$ cat config.mk
export PLATFORM = sky130hd
export DESIGN_NAME = sccb_bridge
export DESIGN_NICKNAME = d
export VERILOG_FILES = /design/src/rtl/sccb_pkg.sv /design/src/rtl/sccb_qtick.sv /design/src/rtl/sccb_seq.sv /design/src/rtl/sccb_regs.sv /design/src/rtl/sccb_bridge.sv
export SDC_FILE = /design/constraint.sdc
export NUM_CORES = 1
export LEC_CHECK = 0
export ABC_AREA = 1
export BUFFER_PORTS_ARGS = -buffer_cell sky130_fd_sc_hd__buf_2
export CORE_MARGIN = 2
export CORE_UTILIZATION = 50
export CTS_CLUSTER_SIZE = 16
export DETAILED_ROUTE_END_ITERATION = 12
export GPL_ROUTABILITY_DRIVEN = 0
export MAX_ROUTING_LAYER = met4
export PLACE_DENSITY = 0.67
export SYNTH_ARGS = -nofsm -noshare
export SYNTH_HDL_FRONTEND = slang
export SYNTH_SLANG_ARGS = --single-unit
$ cat constraint.sdc
create_clock -name clk -period 2.2 [get_ports clk]
set_input_delay 0.22 -clock clk [delete_from_list [all_inputs] [get_ports clk]]
set_output_delay 0.22 -clock clk [all_outputs]
set_load 0.05 [all_outputs]
$ cat src/rtl/sccb_pkg.sv
package sccb_pkg;
  localparam int AW = 4;
  localparam int DW = 8;

  localparam logic [AW-1:0] OFS_OP   = 4'd0;
  localparam logic [AW-1:0] OFS_STAT = 4'd1;
  localparam logic [AW-1:0] OFS_EN   = 4'd2;
  localparam logic [AW-1:0] OFS_ADDR = 4'd3;
  localparam logic [AW-1:0] OFS_WIDX = 4'd4;
  localparam logic [AW-1:0] OFS_WVAL = 4'd5;
  localparam logic [AW-1:0] OFS_RIDX = 4'd8;
  localparam logic [AW-1:0] OFS_RDAT = 4'd9;

  localparam logic [DW-1:0] OPC_WRITE = 8'h05;
  localparam logic [DW-1:0] OPC_READ  = 8'h70;

  localparam logic [DW-1:0] ST_BUSY = 8'h00;
  localparam logic [DW-1:0] ST_WOK  = 8'h04;
  localparam logic [DW-1:0] ST_ROK  = 8'h01;
  localparam logic [DW-1:0] ST_ERR  = 8'h80;

  localparam logic [DW-1:0] ADDR_RST = 8'h60;
  localparam logic [DW-1:0] EN_MAX_OFF = 8'h01;

  typedef enum logic [1:0] {
    SQ_IDLE,
    SQ_START,
    SQ_BYTE,
    SQ_STOP
  } seq_st_e;
endpackage

$ cat src/rtl/sccb_qtick.sv
module sccb_qtick #(
  parameter int QDIV = 250
) (
  input  logic clk,
  input  logic rst_n,
  input  logic run,
  output logic tick
);
  localparam int CW = (QDIV > 1) ? $clog2(QDIV) : 1;
  localparam logic [CW-1:0] LAST = CW'(QDIV - 1);

  logic [CW-1:0] cnt_q, cnt_d;

  always_comb begin
    tick = run && (cnt_q == LAST);
    if (!run || cnt_q == LAST) cnt_d = '0;
    else                       cnt_d = cnt_q + 1'b1;
  end

  always_ff @(posedge clk or negedge rst_n) begin
    if (!rst_n) cnt_q <= '0;
    else        cnt_q <= cnt_d;
  end
endmodule

$ cat src/rtl/sccb_seq.sv
module sccb_seq
  import sccb_pkg::*;
(
  input  logic          clk,
  input  logic          rst_n,
  input  logic          tick,
  input  logic          go,
  input  logic          go_rd,
  input  logic [6:0]    slv_addr,
  input  logic [DW-1:0] w_idx,
  input  logic [DW-1:0] w_val,
  input  logic [DW-1:0] r_idx,
  input  logic          sda_in,
  output logic          scl_lvl,
  output logic          sda_lvl,
  output logic          busy,
  output logic          done,
  output logic          nack,
  output logic [DW-1:0] rx_byte
);
  localparam logic [3:0] ACK_BIT = 4'd8;

  seq_st_e       st_q, st_d;
  logic [1:0]    ph_q, ph_d;
  logic [3:0]    bit_q, bit_d;
  logic [1:0]    seg_q, seg_d;
  logic          rd_q, rd_d;
  logic [DW-1:0] sh_q, sh_d;
  logic          ack_q, ack_d;
  logic          nack_q, nack_d;
  logic          done_q, done_d;
  logic [6:0]    a_q, a_d;
  logic [DW-1:0] idx_q, idx_d;
  logic [DW-1:0] val_q, val_d;
  logic          rx_seg;
  logic          last_seg;

  function automatic logic [DW-1:0] seg_byte(input logic [1:0] s, input logic rd,
                                             input logic [6:0] a, input logic [DW-1:0] ix,
                                             input logic [DW-1:0] v);
    case (s)
      2'd0:    seg_byte = {a, 1'b0};
      2'd1:    seg_byte = ix;
      default: seg_byte = rd ? {a, 1'b1} : v;
    endcase
  endfunction

  assign rx_seg   = rd_q && (seg_q == 2'd3);
  assign last_seg = rd_q ? (seg_q == 2'd1 || seg_q == 2'd3) : (seg_q == 2'd2);

  always_comb begin
    st_d   = st_q;
    ph_d   = ph_q;
    bit_d  = bit_q;
    seg_d  = seg_q;
    rd_d   = rd_q;
    sh_d   = sh_q;
    ack_d  = ack_q;
    nack_d = nack_q;
    a_d    = a_q;
    idx_d  = idx_q;
    val_d  = val_q;
    done_d = 1'b0;
    if (st_q == SQ_IDLE) begin
      if (go) begin
        st_d   = SQ_START;
        ph_d   = 2'd0;
        seg_d  = 2'd0;
        rd_d   = go_rd;
        nack_d = 1'b0;
        a_d    = slv_addr;
        idx_d  = go_rd ? r_idx : w_idx;
        val_d  = w_val;
      end
    end else if (tick) begin
      ph_d = ph_q + 2'd1;
      case (st_q)
        SQ_START: begin
          if (ph_q == 2'd3) begin
            st_d  = SQ_BYTE;
            bit_d = 4'd0;
            sh_d  = seg_byte(seg_q, rd_q, a_q, idx_q, val_q);
          end
        end
        SQ_BYTE: begin
          if (ph_q == 2'd2) begin
            if (bit_q == ACK_BIT) ack_d = sda_in;
            else if (rx_seg)      sh_d  = {sh_q[DW-2:0], sda_in};
          end
          if (ph_q == 2'd3) begin
            if (bit_q != ACK_BIT) begin
              bit_d = bit_q + 4'd1;
              if (!rx_seg) sh_d = {sh_q[DW-2:0], 1'b0};
            end else begin
              bit_d = 4'd0;
              if (!rx_seg && ack_q) begin
                nack_d = 1'b1;
                st_d   = SQ_STOP;
              end else if (last_seg) begin
                st_d = SQ_STOP;
              end else begin
                seg_d = seg_q + 2'd1;
                sh_d  = seg_byte(seg_q + 2'd1, rd_q, a_q, idx_q, val_q);
              end
            end
          end
        end
        SQ_STOP: begin
          if (ph_q == 2'd3) begin
            if (!nack_q && rd_q && seg_q == 2'd1) begin
              st_d  = SQ_START;
              seg_d = 2'd2;
            end else begin
              st_d   = SQ_IDLE;
              done_d = 1'b1;
            end
          end
        end
        default: st_d = SQ_IDLE;
      endcase
    end
  end

  always_comb begin
    case (st_q)
      SQ_START: begin
        scl_lvl = (ph_q != 2'd3);
        sda_lvl = (ph_q < 2'd2);
      end
      SQ_BYTE: begin
        scl_lvl = (ph_q == 2'd1) || (ph_q == 2'd2);
        sda_lvl = (bit_q == ACK_BIT) || rx_seg || sh_q[DW-1];
      end
      SQ_STOP: begin
        scl_lvl = (ph_q != 2'd0);
        sda_lvl = (ph_q >= 2'd2);
      end
      default: begin
        scl_lvl = 1'b1;
        sda_lvl = 1'b1;
      end
    endcase
  end

  always_ff @(posedge clk or negedge rst_n) begin
    if (!rst_n) begin
      st_q   <= SQ_IDLE;
      ph_q   <= 2'd0;
      bit_q  <= 4'd0;
      seg_q  <= 2'd0;
      rd_q   <= 1'b0;
      sh_q   <= '0;
      ack_q  <= 1'b0;
      nack_q <= 1'b0;
      done_q <= 1'b0;
      a_q    <= '0;
      idx_q  <= '0;
      val_q  <= '0;
    end else begin
      st_q   <= st_d;
      ph_q   <= ph_d;
      bit_q  <= bit_d;
      seg_q  <= seg_d;
      rd_q   <= rd_d;
      sh_q   <= sh_d;
      ack_q  <= ack_d;
      nack_q <= nack_d;
      done_q <= done_d;
      a_q    <= a_d;
      idx_q  <= idx_d;
      val_q  <= val_d;
    end
  end

  assign busy    = (st_q != SQ_IDLE);
  assign done    = done_q;
  assign nack    = nack_q;
  assign rx_byte = sh_q;


  sda_hold_chk: assert property (@(posedge clk) disable iff (!rst_n)
    ($past(scl_lvl) && scl_lvl && (sda_lvl != $past(sda_lvl)))
      |-> (st_q == SQ_START || st_q == SQ_STOP));


  done_idle_chk: assert property (@(posedge clk) disable iff (!rst_n)
    done_q |-> (st_q == SQ_IDLE && scl_lvl && sda_lvl));
endmodule

$ cat src/rtl/sccb_regs.sv
module sccb_regs
  import sccb_pkg::*;
(
  input  logic          clk,
  input  logic          rst_n,
  input  logic [AW-1:0] bus_addr,
  input  logic          bus_wr,
  input  logic [DW-1:0] bus_wdata,
  output logic [DW-1:0] bus_rdata,
  input  logic          eng_busy,
  input  logic          eng_done,
  input  logic          eng_nack,
  input  logic [DW-1:0] eng_rx,
  output logic          go,
  output logic          go_rd,
  output logic [6:0]    slv_addr,
  output logic [DW-1:0] w_idx,
  output logic [DW-1:0] w_val,
  output logic [DW-1:0] r_idx
);
  logic [DW-1:0] stat_q, stat_d;
  logic [DW-1:0] en_q, en_d;
  logic [DW-1:0] addr_q, addr_d;
  logic [DW-1:0] widx_q, widx_d;
  logic [DW-1:0] wval_q, wval_d;
  logic [DW-1:0] ridx_q, ridx_d;
  logic [DW-1:0] rdat_q, rdat_d;
  logic          kind_q, kind_d;
  logic          op_hit, op_known, gate_ok;

  always_comb begin
    op_hit   = bus_wr && (bus_addr == OFS_OP);
    op_known = (bus_wdata == OPC_WRITE) || (bus_wdata == OPC_READ);
    gate_ok  = (en_q > EN_MAX_OFF);
    go       = op_hit && op_known && gate_ok && !eng_busy;
    go_rd    = (bus_wdata == OPC_READ);
  end

  always_comb begin
    en_d   = en_q;
    addr_d = addr_q;
    widx_d = widx_q;
    wval_d = wval_q;
    ridx_d = ridx_q;
    if (bus_wr) begin
      case (bus_addr)
        OFS_EN:   en_d   = bus_wdata;
        OFS_ADDR: addr_d = bus_wdata;
        OFS_WIDX: widx_d = bus_wdata;
        OFS_WVAL: wval_d = bus_wdata;
        OFS_RIDX: ridx_d = bus_wdata;
        default:  ;
      endcase
    end
    kind_d = go ? go_rd : kind_q;
    stat_d = stat_q;
    if (go)            stat_d = ST_BUSY;
    else if (eng_done) stat_d = eng_nack ? ST_ERR : (kind_q ? ST_ROK : ST_WOK);
    rdat_d = (eng_done && kind_q && !eng_nack) ? eng_rx : rdat_q;
  end

  always_ff @(posedge clk or negedge rst_n) begin
    if (!rst_n) begin
      stat_q <= ST_BUSY;
      en_q   <= '0;
      addr_q <= ADDR_RST;
      widx_q <= '0;
      wval_q <= '0;
      ridx_q <= '0;
      rdat_q <= '0;
      kind_q <= 1'b0;
    end else begin
      stat_q <= stat_d;
      en_q   <= en_d;
      addr_q <= addr_d;
      widx_q <= widx_d;
      wval_q <= wval_d;
      ridx_q <= ridx_d;
      rdat_q <= rdat_d;
      kind_q <= kind_d;
    end
  end

  always_comb begin
    case (bus_addr)
      OFS_STAT: bus_rdata = stat_q;
      OFS_EN:   bus_rdata = en_q;
      OFS_ADDR: bus_rdata = addr_q;
      OFS_WIDX: bus_rdata = widx_q;
      OFS_WVAL: bus_rdata = wval_q;
      OFS_RIDX: bus_rdata = ridx_q;
      OFS_RDAT: bus_rdata = rdat_q;
      default:  bus_rdata = '0;
    endcase
  end

  assign slv_addr = addr_q[DW-1:1];
  assign w_idx    = widx_q;
  assign w_val    = wval_q;
  assign r_idx    = ridx_q;


  busy_stat_chk: assert property (@(posedge clk) disable iff (!rst_n)
    eng_busy |-> (stat_q == ST_BUSY));


  gate_open_chk: assert property (@(posedge clk) disable iff (!rst_n)
    $rose(eng_busy) |-> ($past(en_q) > EN_MAX_OFF));


  err_code_chk: assert property (@(posedge clk) disable iff (!rst_n)
    (eng_done && eng_nack) |=> (stat_q == ST_ERR && $stable(rdat_q)));


  start_cause_chk: assert property (@(posedge clk) disable iff (!rst_n)
    $rose(eng_busy) |-> $past(op_hit && !eng_busy));


  rx_capture_chk: assert property (@(posedge clk) disable iff (!rst_n)
    (eng_done && kind_q && !eng_nack) |=> (rdat_q == $past(eng_rx) && stat_q == ST_ROK));
endmodule

$ cat src/rtl/sccb_bridge.sv
module sccb_bridge
  import sccb_pkg::*;
#(
  parameter int QDIV = 250
) (
  input  logic          clk,
  input  logic          rst_n,
  input  logic [AW-1:0] bus_addr,
  input  logic          bus_wr,
  input  logic [DW-1:0] bus_wdata,
  output logic [DW-1:0] bus_rdata,
  output logic          scl_oe,
  output logic          sda_oe,
  input  logic          sda_in
);
  logic          go, go_rd;
  logic [6:0]    slv_addr;
  logic [DW-1:0] w_idx, w_val, r_idx;
  logic          busy, done, nack, tick;
  logic [DW-1:0] rx_byte;
  logic          scl_lvl, sda_lvl;

  sccb_regs u_regs (
    .clk       (clk),
    .rst_n     (rst_n),
    .bus_addr  (bus_addr),
    .bus_wr    (bus_wr),
    .bus_wdata (bus_wdata),
    .bus_rdata (bus_rdata),
    .eng_busy  (busy),
    .eng_done  (done),
    .eng_nack  (nack),
    .eng_rx    (rx_byte),
    .go        (go),
    .go_rd     (go_rd),
    .slv_addr  (slv_addr),
    .w_idx     (w_idx),
    .w_val     (w_val),
    .r_idx     (r_idx)
  );

  sccb_qtick #(.QDIV(QDIV)) u_tick (
    .clk   (clk),
    .rst_n (rst_n),
    .run   (busy),
    .tick  (tick)
  );

  sccb_seq u_seq (
    .clk      (clk),
    .rst_n    (rst_n),
    .tick     (tick),
    .go       (go),
    .go_rd    (go_rd),
    .slv_addr (slv_addr),
    .w_idx    (w_idx),
    .w_val    (w_val),
    .r_idx    (r_idx),
    .sda_in   (sda_in),
    .scl_lvl  (scl_lvl),
    .sda_lvl  (sda_lvl),
    .busy     (busy),
    .done     (done),
    .nack     (nack),
    .rx_byte  (rx_byte)
  );

  assign scl_oe = ~scl_lvl;
  assign sda_oe = ~sda_lvl;
endmodule

==> results of run 1 <==
==> worst max path at each step <==
stage,start,endpoint,depth (start not counted)
global placement,u_seq.seg_q[0],u_seq.rx_byte[2],10
global route,u_seq.bit_q[1],sda_oe,10
finish,u_seq.st_q[0],scl_oe,7
floorplan,u_seq.st_q[0],sda_oe,7
CTS,u_seq.st_q[0],scl_oe,7
detailed placement,u_seq.seg_q[0],u_seq.rx_byte[2],10
==> critical path, stage by stage, from the launching register on <==
cell and delay (ps):
sky130_fd_sc_hd__dfrtp_1 420, sky130_fd_sc_hd__inv_1 110, sky130_fd_sc_hd__buf_4 140, sky130_fd_sc_hd__ha_2 280, sky130_fd_sc_hd__inv_2 100, sky130_fd_sc_hd__o22ai_1 190, sky130_fd_sc_hd__nor3_2 50, sky130_fd_sc_hd__buf_4 190
==> metal layers <==
layer	wire (um)	part of all wire [%]	up-vias	global-route usage, %
met5	0	0	-	-
met4	319	2.1	0	7.80
met3	843	5.4	33	4.81
met2	7140	46	194	41.8
met1	7200	46	2491	36.2
li1	-	-	2624	-
==> metrics by stage <==
| step | util [%] | area (sq um) | hold slack, ps | setup WS [ps] |
|---|---|---|---|---|
| final | 57.1 | 6520 | 142 | 124 |
| after global routing | 57.1 | 6520 | 176 | 15.9 |
| after CTS | 56.7 | 6470 | 145 | 60.5 |
| after detailed placement | 53.7 | 6140 | 152 | 190 |
| after global placement | 53.7 | 6140 | 155 | 185 |
| after floorplan | - | 5870 | -75.6 | 79.9 |
==> state kept, by name, indices dropped and copies added (netlist names), 3 cells and up <==
signal         count
u_regs.addr_q      8
u_regs.en_q        8
u_regs.r_idx       8
u_regs.rdat_q      8
u_regs.w_idx       8
u_regs.w_val       8
u_seq.idx_q        8
u_seq.rx_byte      8
u_seq.val_q        8
u_tick.cnt_q       8
u_seq.a_q          7
u_seq.bit_q        4
u_regs.stat_q      3
==> Yosys cell counts, drive strengths merged, types with 2 or more instances <==
master     n  area (sq um)
nand2    264          1000
and3       2          12.5
dfstp      2          52.6
nor3b      2          15.0
nand3     67           340
nor3       5          25.0
o21ai     93           469
o2111ai    4          35.0
o31ai      8          60.1
buf       17           109
a31oi      2          12.5
clkbuf     7          26.3
ha        18           225
nand4     10          68.8
nor2      72           303
xor2       2          17.5
a21oi     26           130
o211ai     3          22.5
inv       83           312
dfrtp    103          2580
==> power groups by stage <==
| stage | Sequential [mW] | Combinational (mW) | Clock (mW) |
|---|---|---|---|
| floorplan | 2.31 | 1.23 | 0 |
| global placement | 2.36 | 1.69 | 0 |
| detailed placement | 2.37 | 1.71 | 0 |
| CTS | 2.33 | 1.74 | 1.73 |
| global route | 2.37 | 2.01 | 1.80 |
| finish | 2.35 | 1.79 | 1.69 |
==> cell families after synthesis <==
group	after synthesis	share of synthesized area [%]
xor gates and xnor gates	3	0.448
DFF	105	44.8
and+or+nand+nor	423	30.2
buffers and inverters	108	7.68
AOI/OAI and AO/OA	140	13.0
adders and majority gates	18	3.84
==> repair_timing <==
action,CTS,global route
gates resized for setup,4,13
pin swaps,0,1
hold buffers,1,0
setup buffers,0,2
endpoints found under the hold margin,22,0
endpoints found under the setup margin,2,16
==> area by class of cell <==
class	instances	area [sq um]	share of cell area [%]
timing repair buffer	39	256	3.93
clock inverter	5	71.3	1.09
clock buffer	11	243	3.72
inverter	84	315	4.83
sequential	105	2630	40.4
multi-input combinational	584	2820	43.3
tap	143	179	2.74
==> qor.yml, run 1 <==
synth:
  primary_ff_master_synth: "sky130_fd_sc_hd__dfrtp_1"
  syn-instance-count: 797
  yosysSeqAreaShare_pct: 44.8
  synth-edff-count: 0
  synth_cell_type_count: 37
  syn_area_sq_um: 5860
  syn_area_per_cell_sq_um: 7.36
  ys_seq_elements: 105
  ys_async_sr_fraction_pct: 100
  yosysWarningCount: 0
  post_synthesis_net_count: 831
die:
  io-pin-count: 26
  die_h_um: 112
  fp-row-count: 39
  fp.dieArea_sq_um: 12600
  die-width_um: 112
  initial_core_util_pct: 51.4
  design.core.area_sq_um: 11400
setup_path:
  setup.reg_to_reg.worst_slack_ps: 220
  critPathMaxFanout: 8
  critPathKind: "reg -> out"
  worstReg2RegStart: "u_seq.seg_q[0]"
  timing.critical_path.from_type: "register"
  r2r.worst_path.cells: 9
  worst-endpoint-required_ps: 1980
  critical_path.endpoint_type: "output port"
  arrival_ps: 1860
  reg2reg_to: "u_seq.rx_byte[2]"
sta:
  clock-skew-final_ps: 6.50
  final_hold_viol_count: 0
  fin_tns_setup_ps: 0
  report.final.setup_viol: 0
  min_period_ps: 2080
  relSlewSlack_pct: 59.5
  final-max-slew-violation-count: 0
  final_min_period_over_clock_period_pct: 94.4
  max_freq_ghz: 0.482
  rsz0062_at_grt: "false"
  tightest_slew_ps: 606
global_route:
  grt_antenna_before_repair: 0
  vias_in_the_first_global_route: 5058
  grt_first_pass_wirelength_mm: 26.1
  grtUsageTotal_pct: 26.8
  grt_max_degree: 43
  grt-ovfl-total: 0
detailed_routing:
  dr_total_vias: 5342
  postRouteAntennaNets: 0
  first_iter_violations: 488
  drc: 0
  drt_wl_total_mm: 15.5
  wl_per_cell_um: 16.0
  detail_route.first_pass.iterations: 6
  avgViaCountPerCell: 5.50
hold_path:
  worst_hold_startpoint: "sda_in"
  worstHoldEndpoint: "u_seq.ack_q"
  hold_crit_class: "in -> reg"
  hold_depth: 3
pwr:
  pwr-share-comb_pct: 30.7
  power.ir.vdd_worst_mv: 0.663
  sequentialPowerShare_pct: 40.3
  leakagePower_nw: 3.26
  design_power_total_mw: 5.82
  powerDensity_nw_per_um2: 893
  netSwitchingFraction_pct: 37.3
  p_int_mw: 3.65
  net-switching-power_mw: 2.17
  clock_power_share_pct: 29.0
cells_and_area:
  layout.cells.most_common_list: "sky130_fd_sc_hd__nand2_1, sky130_fd_sc_hd__dfrtp_1, sky130_fd_sc_hd__o21ai_0"
  layout.cells.most_common: "sky130_fd_sc_hd__nand2_1"
  fraction_of_layout_instances_using_a_drive_strength_above_1_pct: 9.42
  antennaDiodeCount: 0
  syn_to_final_growth_pct: 11.2
  n_fill_cell: 1118
  fin_cells: 971
  final_nets: 857
clock_tree:
  numClockSinks: 105
  cts-root-buf: "sky130_fd_sc_hd__clkbuf_16"
  max-clock-path-buffers: 2
  cts_htree_levels: 3
  worst_skew_pair.late_latency_ps: 360
  worst_setup_hold_path_clk_slew_ps: 70
  clock_buffers_created_by_tritoncts: 9
  cts_tree: "yes"
placement:
  numPortBuffers: 25
  dp_hpwl_mm: 11.7
  place_inst: 952
status:
  status: "finished, final reports clean"
job:
  max_cap_viol_count: 0
Note: power is estimated with default switching activity, not from simulation.
==> inputs of run 2 (changes only) <==
--- a/config.mk
+++ b/config.mk
@@ -8,12 +8,11 @@
 export ABC_AREA = 1
 export BUFFER_PORTS_ARGS = -buffer_cell sky130_fd_sc_hd__buf_2
 export CORE_MARGIN = 2
-export CORE_UTILIZATION = 50
+export CORE_UTILIZATION = 38
 export CTS_CLUSTER_SIZE = 16
 export DETAILED_ROUTE_END_ITERATION = 12
 export GPL_ROUTABILITY_DRIVEN = 0
 export MAX_ROUTING_LAYER = met4
-export PLACE_DENSITY = 0.67
 export SYNTH_ARGS = -nofsm -noshare
 export SYNTH_HDL_FRONTEND = slang
 export SYNTH_SLANG_ARGS = --single-unit
==> run 2 against run 1 <==
  * Global-route usage down 5.7 points
  * Count of clock-buffer cells in the layout is 2 lower
  * First-iteration DRC count is 1.4% higher
  * Largest cell class unchanged
  * Highest routed layer unchanged
==> qor.yml, run 2 (same netlist as run 1, synthesis figures left out) <==
sta:
  final_hold_viol_count: 0  # unchanged
  clock-skew-final_ps: 13.4  # was 6.50 ps
  relSlewSlack_pct: 58.1  # was 59.5%
  final_min_period_over_clock_period_pct: 93.3  # was 94.4%
  worst_hold_slack_ps: 138  # was 142 ps
  rsz0062_at_grt: "false"  # unchanged
  min_period_ps: 2050  # was 2080 ps
  fin_tns_setup_ps: 0  # unchanged
  report.final.setup_viol: 0  # unchanged
  final-max-slew-violation-count: 0  # unchanged
  max_freq_ghz: 0.487  # was 0.482 GHz
  layout_setup_ws_ps: 148  # was 124 ps
  tightest_slew_ps: 628  # was 606 ps
cells_and_area:
  n_fill_cell: 1552  # was 1,118
  layout.cells.most_common: "sky130_fd_sc_hd__nand2_1"  # unchanged
  area.sequential_sq_um: 2640  # was 2630 sq um
  final_cell_utilization_of_the_core_pct: 43.7  # was 57.1%
  fin_area_sq_um: 6610  # was 6520 sq um
  layout.cells.most_common_list: "sky130_fd_sc_hd__nand2_1, sky130_fd_sc_hd__dfrtp_1, sky130_fd_sc_hd__o21ai_0"  # unchanged
  multi_input_area_sq_um: 2820  # about the same
  syn_to_final_growth_pct: 12.7  # was 11.2%
  fin_cells: 1018  # was 971
  antennaDiodeCount: 0  # unchanged
  fraction_of_layout_instances_using_a_drive_strength_above_1_pct: 10.1  # was 9.42%
  final_nets: 859  # was 857
placement:
  numPortBuffers: 25  # unchanged
  placed_area_sq_um: 6250  # was 6140 sq um
  dp_hpwl_mm: 11.9  # was 11.7 mm
  preCtsSetupSlack_ps: 243  # was 190 ps
  place_inst: 1001  # was 952
clock_tree:
  clock_buffers_created_by_tritoncts: 9  # unchanged
  worst_skew_pair.late_latency_ps: 370  # was 360 ps
  numClockSinks: 105  # unchanged
  max-clock-path-buffers: 2  # unchanged
  cts_htree_levels: 3  # unchanged
  cts_tree: "yes"  # unchanged
  worst_setup_hold_path_clk_slew_ps: 80  # was 70 ps
  cts-root-buf: "sky130_fd_sc_hd__clkbuf_16"  # unchanged
detailed_routing:
  wl_per_cell_um: 15.7  # was 16.0 um
  first_iter_violations: 495  # was 488
  drt_wl_total_mm: 15.9  # was 15.5 mm
  drc: 0  # unchanged
  avgViaCountPerCell: 5.13  # was 5.50
  dr_total_vias: 5225  # was 5,342
  postRouteAntennaNets: 0  # unchanged
  detail_route.first_pass.iterations: 5  # was 6
setup_path:
  timing.critical_path.from_type: "register"  # unchanged
  setup.reg_to_reg.worst_slack_ps: 260  # was 220 ps
  worst-endpoint-required_ps: 1980  # about the same
  critical_path.max_stage_delay_ps: 410  # was 420 ps
  cp-startpoint: "u_seq.st_q[0]"  # unchanged
  critical-path-slowest-cell: "sky130_fd_sc_hd__dfrtp_2"  # was sky130_fd_sc_hd__dfrtp_1
  critical_path.cell_chain: "inv_1, buf_4, ha_2, inv_2, o22ai_1, nor3_2, buf_6"  # was inv_1, buf_4, ha_2, inv_2, o22ai_1, nor3_2, buf_4
  r2r.worst_path.cells: 8  # was 9
  critical_path.endpoint_type: "output port"  # unchanged
  arrival_ps: 1830  # was 1860 ps
  worstReg2RegStart: "u_seq.st_q[1]"  # was u_seq.seg_q[0]
  critPathMaxFanout: 8  # unchanged
  reg2reg_to: "u_seq.idx_q[7]"  # was u_seq.rx_byte[2]
  critPathKind: "reg -> out"  # unchanged
  setup.worst_path.end: "scl_oe"  # unchanged
pwr:
  power.ir.vdd_worst_mv: 0.469  # was 0.663 mV
  powerDensity_nw_per_um2: 879  # was 893 nW/um^2
  design_power_total_mw: 5.81  # was 5.82 mW
  leakagePower_nw: 3.27  # was 3.26 nW
job:
  max_cap_viol_count: 0  # unchanged
global_route:
  grt_max_degree: 43  # unchanged
  grt-ovfl-total: 0  # unchanged
  grt_antenna_before_repair: 0  # unchanged
  vias_in_the_first_global_route: 4763  # was 5,058
  grt_first_pass_wirelength_mm: 26.3  # was 26.1 mm
  grtUsageTotal_pct: 21.1  # was 26.8%
die:
  die-width_um: 128  # was 112 um
  fp.dieArea_sq_um: 16400  # was 12,600 sq um
  die_h_um: 128  # was 112 um
  design.core.area_sq_um: 15100  # was 11,400 sq um
  fp-row-count: 45  # was 39
  io-pin-count: 26  # unchanged
  initial_core_util_pct: 38.7  # was 51.4%
hold_path:
  hold_crit_class: "in -> reg"  # unchanged
status:
  status: "finished, final reports clean"  # unchanged
run 2: per-layer routing:
metal  track usage [%]  vias up  share of wire, %
li1                  -     2633                 -
met1              30.2     2426                50
met2              30.9      151                44
met3              4.51       15               5.3
met4              4.07        0               1.2
met5                 -        -                 0
run 2: worst max-delay path, delay by kind of cell (launching register included):
kind            cells  cell delay [ps]
buf+inv             4              550
flops               1              410
fa+ha+maj           1              250
simple gates        1              170
compound gates      1              100
run 2: worst min path at each step:
stage                                   to   start  depth (start not counted)
after floorplan           u_regs.addr_q[0]   rst_n                          0
after global placement     u_tick.cnt_q[6]   rst_n                          1
after detailed placement   u_tick.cnt_q[6]   rst_n                          1
after CTS                      u_seq.ack_q  sda_in                          3
after global routing           u_seq.ack_q  sda_in                          3
final                          u_seq.ack_q  sda_in                          3
run 2: power breakdown:
group	switching [mW]	leakage (nW)	total (mW)	internal, mW
registers	0.191	1.35	2.34	2.15
clock network	0.838	0.143	1.65	0.812
logic	1.22	1.78	1.82	0.606
total	2.25	3.27	5.81	3.57
run 2: cell type report:
class / instances / area share (%)
Clock buffer: 9 / 3.41
Tap cell: 188 / 3.56
Timing Repair Buffer: 41 / 4.54
Sequential cell: 105 / 39.9
Inverter: 84 / 4.77
Clock inverter: 7 / 1.23
Multi-Input combinational cell: 584 / 42.6
run 2: what timing repair did:
| item | in CTS | in global routing |
|---|---|---|
| endpoints found under the hold margin | 38 | 0 |
| pin swaps | 0 | 2 |
| buffers inserted | 0 | 0 |
| gates resized for setup | 5 | 15 |
| setup endpoints to repair | 2 | 9 |
| hold buffers | 1 | 0 |
